$ cat config.mk
export PLATFORM = sky130hd
export DESIGN_NAME = rtc_alarm_flags
export DESIGN_NICKNAME = d
export VERILOG_FILES = /design/src/rtl/rtc_alm_pkg.sv /design/src/rtl/rtc_alm_store.sv /design/src/rtl/rtc_alm_field_cmp.sv /design/src/rtl/rtc_alm_flags.sv /design/src/rtl/rtc_alarm_flags.sv
export SDC_FILE = /design/constraint.sdc
export NUM_CORES = 1
export LEC_CHECK = 0
export CORE_MARGIN = 2
export CORE_UTILIZATION = 43
export CTS_BUF_LIST = sky130_fd_sc_hd__clkbuf_16
export CTS_CLUSTER_SIZE = 40
export DETAILED_ROUTE_END_ITERATION = 7
export MAX_ROUTING_LAYER = met4
export PLACE_DENSITY = 0.78
export SLEW_MARGIN = 10
export SYNTH_ARGS = -nofsm -noshare
export SYNTH_HDL_FRONTEND = slang
export SYNTH_SLANG_ARGS = --single-unit
export TNS_END_PERCENT = 5
$ cat constraint.sdc
create_clock -name clk -period 1.6 [get_ports clk]
set_input_delay 0.4 -clock clk [delete_from_list [all_inputs] [get_ports clk]]
set_output_delay 0.4 -clock clk [all_outputs]
set_load 0.02 [all_outputs]
$ cat src/rtl/rtc_alm_pkg.sv
package rtc_alm_pkg;
  localparam int unsigned BYTE_W  = 8;
  localparam int unsigned N_FIELD = 3;
  localparam int unsigned SEL_W   = $clog2(N_FIELD + 1);

  typedef enum logic [SEL_W-1:0] {
    SEL_SEC  = 2'd0,
    SEL_MIN  = 2'd1,
    SEL_HOUR = 2'd2,
    SEL_NONE = 2'd3
  } alm_sel_e;

  localparam int unsigned BIT_SUM = 7;
  localparam int unsigned BIT_PER = 6;
  localparam int unsigned BIT_ALM = 5;
  localparam int unsigned BIT_UPD = 4;

  typedef struct packed {
    logic per;
    logic alm;
    logic upd;
  } flag_t;
endpackage

$ cat src/rtl/rtc_alm_store.sv
module rtc_alm_store
  import rtc_alm_pkg::*;
#(
  parameter int unsigned DW = BYTE_W,
  parameter int unsigned NF = N_FIELD,
  parameter int unsigned SW = SEL_W
) (
  input  logic             clk,
  input  logic             rst_n,
  input  logic             wr_en,
  input  logic [SW-1:0]    wr_sel,
  input  logic [DW-1:0]    wr_data,
  output logic [NF*DW-1:0] alm_bytes
);
  logic [DW-1:0] byte_q [NF];
  logic [DW-1:0] byte_d [NF];
  logic [NF-1:0] hit;

  for (genvar g = 0; g < NF; g++) begin : g_byte
    assign hit[g] = wr_en && (wr_sel == SW'(g));

    always_comb begin
      byte_d[g] = byte_q[g];
      if (hit[g]) byte_d[g] = wr_data;
    end

    always_ff @(posedge clk or negedge rst_n) begin
      if (!rst_n)      byte_q[g] <= '0;
      else if (hit[g]) byte_q[g] <= byte_d[g];
    end

    assign alm_bytes[g*DW +: DW] = byte_q[g];
  end
endmodule

$ cat src/rtl/rtc_alm_field_cmp.sv
module rtc_alm_field_cmp
  import rtc_alm_pkg::*;
#(
  parameter int unsigned DW = BYTE_W
) (
  input  logic [DW-1:0] alm_byte,
  input  logic [DW-1:0] live_byte,
  output logic          match
);
  logic wild;
  logic equal;

  assign wild  = &alm_byte[DW-1:DW-2];
  assign equal = (alm_byte == live_byte);
  assign match = wild | equal;
endmodule

$ cat src/rtl/rtc_alm_flags.sv
module rtc_alm_flags
  import rtc_alm_pkg::*;
(
  input  logic  clk,
  input  logic  rst_n,
  input  flag_t set_ev,
  input  logic  clr,
  input  flag_t enables,
  output flag_t flags,
  output logic  irq_o
);
  flag_t flg_q;
  flag_t flg_d;
  logic  chg;

  always_comb begin
    flg_d = clr ? flag_t'('0) : flg_q;
    flg_d = flag_t'(flg_d | set_ev);
  end

  assign chg = clr | (|set_ev);

  always_ff @(posedge clk or negedge rst_n) begin
    if (!rst_n)   flg_q <= '0;
    else if (chg) flg_q <= flg_d;
  end

  assign flags = flg_q;
  assign irq_o = |(flg_q & enables);
endmodule

$ cat src/rtl/rtc_alarm_flags.sv
module rtc_alarm_flags
  import rtc_alm_pkg::*;
(
  input  logic       clk,
  input  logic       rst_n,
  input  logic       upd_done,
  input  logic       per_tick,
  input  logic [7:0] cur_sec,
  input  logic [7:0] cur_min,
  input  logic [7:0] cur_hour,
  input  logic       alm_wr,
  input  logic [1:0] alm_sel,
  input  logic [7:0] alm_wdata,
  input  logic       en_periodic,
  input  logic       en_alarm,
  input  logic       en_update,
  input  logic       stat_rd,
  output logic [7:0] stat_data,
  output logic       irq
);
  localparam int unsigned DW = BYTE_W;
  localparam int unsigned NF = N_FIELD;

  logic [NF*DW-1:0] alm_bytes;
  logic [NF*DW-1:0] live_bytes;
  logic [NF-1:0]    fld_match;
  logic             cmp_q;
  logic             cmp_d;
  flag_t            set_ev;
  flag_t            enables;
  flag_t            flags;
  logic             irq_int;

  rtc_alm_store #(.DW(DW), .NF(NF), .SW(SEL_W)) u_store (
    .clk      (clk),
    .rst_n    (rst_n),
    .wr_en    (alm_wr),
    .wr_sel   (alm_sel),
    .wr_data  (alm_wdata),
    .alm_bytes(alm_bytes)
  );

  assign live_bytes = {cur_hour, cur_min, cur_sec};

  for (genvar g = 0; g < NF; g++) begin : g_cmp
    rtc_alm_field_cmp #(.DW(DW)) u_cmp (
      .alm_byte (alm_bytes[g*DW +: DW]),
      .live_byte(live_bytes[g*DW +: DW]),
      .match    (fld_match[g])
    );
  end

  assign cmp_d = upd_done;

  always_ff @(posedge clk or negedge rst_n) begin
    if (!rst_n) cmp_q <= 1'b0;
    else        cmp_q <= cmp_d;
  end

  always_comb begin
    set_ev.per = per_tick;
    set_ev.upd = cmp_q;
    set_ev.alm = cmp_q & (&fld_match);
  end

  assign enables = '{per: en_periodic, alm: en_alarm, upd: en_update};

  rtc_alm_flags u_flags (
    .clk    (clk),
    .rst_n  (rst_n),
    .set_ev (set_ev),
    .clr    (stat_rd),
    .enables(enables),
    .flags  (flags),
    .irq_o  (irq_int)
  );

  always_comb begin
    stat_data          = '0;
    stat_data[BIT_SUM] = irq_int;
    stat_data[BIT_PER] = flags.per;
    stat_data[BIT_ALM] = flags.alm;
    stat_data[BIT_UPD] = flags.upd;
  end

  assign irq = irq_int;
endmodule

==> results.py, run 1 <==
metrics = {
    "clocking": {
        "cts_tree": "yes",
        "cts_buffers": 3,
        "clock-root-buffer": "clkbuf_16",
        "clk-insertion-delay-late_ns": 0.26,
        "clkSinkCount": 28,
        "ctsHoldBuffers": 0,
        "clockBufferDepth": 2,
        "post-cts-setup-buffer-count": 0,
        "clk_pin_slew_ns": 0.06,
        "h-tree-depth": 1,
    },
    "cells_and_area": {
        "fillers": 248,
        "post-route-util_pct": 68.28,
        "fin_cells": 205,
        "drive_gt1_share_pct": 28.57,
        "areaGrowthSynthToFinish_pct": 51.87,
        "fin_nets": 205,
        "multi_input_area_um2": 659.4,
        "diodes": 0,
        "layout_commonest_cell": "clkdlybuf4s50_1",
        "layout_common_cells": "clkdlybuf4s50_1, dfrtp_1, mux2_2, xor2_1, buf_4",
        "register_area_um2": 700.7,
    },
    "power_and_ir_drop": {
        "p_switching_mw": 0.5044,
        "comb_power_share_pct": 22.5,
        "internal-power_mw": 1.617,
        "p_clk_share_pct": 34.1,
        "seqPwrFrac_pct": 43.4,
        "cellPowerDensity_mw_per_mm2": 1018,
        "ir_drop_mv": 0.4596,
        "p_leak_nw": 0.9061,
        "swShare_pct": 23.77,
    },
    "sta": {
        "timing.final.hold_violations": 0,
        "post-route-period-util_pct": 100.8,
        "setup_viol": 2,
        "min_period_ns": 1.614,
        "slew_viol_final": 0,
        "fmax_mhz": 619.8,
        "setup_slack_ns": -0.01351,
        "rsz0062_at_grt": "yes",
        "skew_ns": 0.001434,
        "final.setup.tns_ns": -0.02690,
    },
    "drt": {
        "vias": 994,
        "routed_wl_um": 2888,
        "drt-initial-drc-count": 24,
        "wire_per_inst_um": 14.09,
        "drc": 0,
        "firstDrtPassIters": 4,
        "vias_per_cell": 4.849,
        "ant_nets": 0,
    },
    "worst_setup_path": {
        "cp-start-kind": "primary input",
        "critical_path_class": "in -> out",
        "critPathMaxStageDelay_ns": 0.32,
        "cp.arrival_ns": 1.21,
        "cp_slowest_cell": "a222oi_1",
        "cp_max_fo": 2,
        "path_cells": "dlygate4sd2_1 > a222oi_1 > inv_1 > buf_6",
        "critPathRequiredTime_ns": 1.20,
        "cp-end-kind": "output pin",
    },
    "hold_path": {
        "hold_path.class": "reg -> reg",
    },
    "die": {
        "io_pins": 52,
        "initial_core_util_pct": 44.96,
        "die_h_um": 60.50,
        "core_mm2": 0.003053,
        "rows": 20,
        "die_area_mm2": 0.003660,
        "die_x_um": 60.50,
    },
    "status": {
        "violations": "negative setup slack",
        "status": "complete, but fails checks",
    },
    "yosys": {
        "ys_seq_elements": 28,
        "netlist_instances": 102,
        "synthTopCellsByArea": "dfrtp_1, mux2_2, xor2_1",
        "synth_area_leader_cell": "dfrtp_1",
        "ys_warn_count": 0,
        "ys_types": 14,
        "yosysSeqAreaShare_pct": 51.05,
        "synth.avg_cell_area_um2": 13.46,
        "netlist_area_mm2": 0.001373,
        "synth_top_area_share_pct": 51.05,
    },
    "grt": {
        "grt_max_degree": 29,
        "grt_pass1_wl_um": 4774,
        "globalRouteOverflowTotal": 0,
        "antenna_found_initial": 0,
        "gr-usage-all-layers_pct": 18.09,
        "grt_pass1_vias": 1140,
    },
    "place": {
        "place_congestion": 0.7130,
        "place_inst": 201,
        "dpl.hpwl_um": 2252,
        "io_buffers": 47,
    },
    "flow_run": {
        "drv_cap": 0,
    },
}
## routing by layer
layer / part of all wire, % / wire length, µm / GRT usage (%)
met4: 2.3 / 65 / 5.590
met3: 6.5 / 187 / 3.412
met2: 49 / 1422 / 31.37
met5: 0 / 0 / -
met1: 42 / 1212 / 21.31
## Yosys cell counts
cell      count
nor3b_4       1
nand2_1       1
a222oi_1      1
xor2_1       24
mux2_2       24
a21o_1        2
o41ai_2       1
dfrtp_1      28
buf_4         5
nand3b_1      2
conb_1        1
inv_1         3
a22oi_1       3
nor4_1        6
## layout make-up
cell class	instances	share of cell area, %
Clock buffer	3	3.601
Sequential cell	28	33.61
Clock inverter	1	1.441
Multi-Input combinational cell	69	31.63
Timing Repair Buffer	57	26.53
Tap cell	44	2.641
Inverter	3	0.5402
## state kept, by name, indices dropped and copies added, names as in the netlist
| signal | flops |
|---|---|
| cmp_q | 1 |
| u_flags.flags | 3 |
| u_store.alm_bytes | 24 |
## final timing paths
path	start	end	slack, ns	cells past startpoint
max in group asynchronous	rst_n	u_store.alm_bytes[7]$_DFFE_PN0P_	0.81	2
worst min-delay path	cmp_q$_DFF_PN0_	u_flags.flags[0]$_DFFE_PN0P_	0.46	1
worst max register to register	u_store.alm_bytes[15]$_DFFE_PN0P_	u_flags.flags[1]$_DFFE_PN0P_	0.14	4
worst max-delay path	en_update	irq	-0.01	4
worst min register to register	cmp_q$_DFF_PN0_	u_flags.flags[0]$_DFFE_PN0P_	0.46	1
min in group asynchronous	rst_n	u_store.alm_bytes[5]$_DFFE_PN0P_	0.52	2
## logic make-up after synthesis
| family | count (synthesis) | share of synthesized area (%) |
|---|---|---|
| other | 1 | 0.2732 |
| XOR/XNOR | 24 | 15.31 |
| flip-flops | 28 | 51.05 |
| multiplexers | 24 | 19.69 |
| AND/OR/NAND/NOR | 10 | 5.469 |
| AO/OA/AOI/OAI | 7 | 4.649 |
| buffers and inverters | 8 | 3.555 |
## power by group through the flow
| stage | clock network (mW) | registers, mW | logic (mW) |
|---|---|---|---|
| 2_1_floorplan | 0 | 0.915 | 0.258 |
| 3_3_place_gp | 0 | 0.928 | 0.444 |
| 3_5_place_dp | 0 | 0.933 | 0.459 |
| 4_1_cts | 0.730 | 0.921 | 0.485 |
| 5_1_grt | 0.761 | 0.936 | 0.526 |
| 6_report | 0.723 | 0.920 | 0.478 |
## repair_timing
action,in CTS,in global routing
gates resized for setup,22,0
endpoints found under the setup margin,6,3
pin swaps,1,1
## per-stage QoR
step                      instance area (µm²)  setup slack [ns]  hold WS, ns  power [mW]
final                                    2085          -0.01351       0.4578       2.122
after global routing                     2085           -0.1025       0.4727       2.223
after CTS                                2085          -0.04892       0.4633       2.137
after detailed placement                 1959           -0.5709       0.4483       1.392
after global placement                   1959           -0.5441       0.4426       1.372
after floorplan                          1384           0.07766       0.1044       1.173
## worst max-delay path: cells and delay by family
family,cells,cell delay (ns)
AOI/OAI and AO/OA,1,0.32
buffers and inverters,3,0.50
No activity file was read; power rests on OpenSTA's default activity.
==> inputs of run 2 (changes only) <==
- SLEW_MARGIN: 10 -> not set
==> results of run 2 <==
The final DEF is identical to that of run 1; final timing and power are the same.
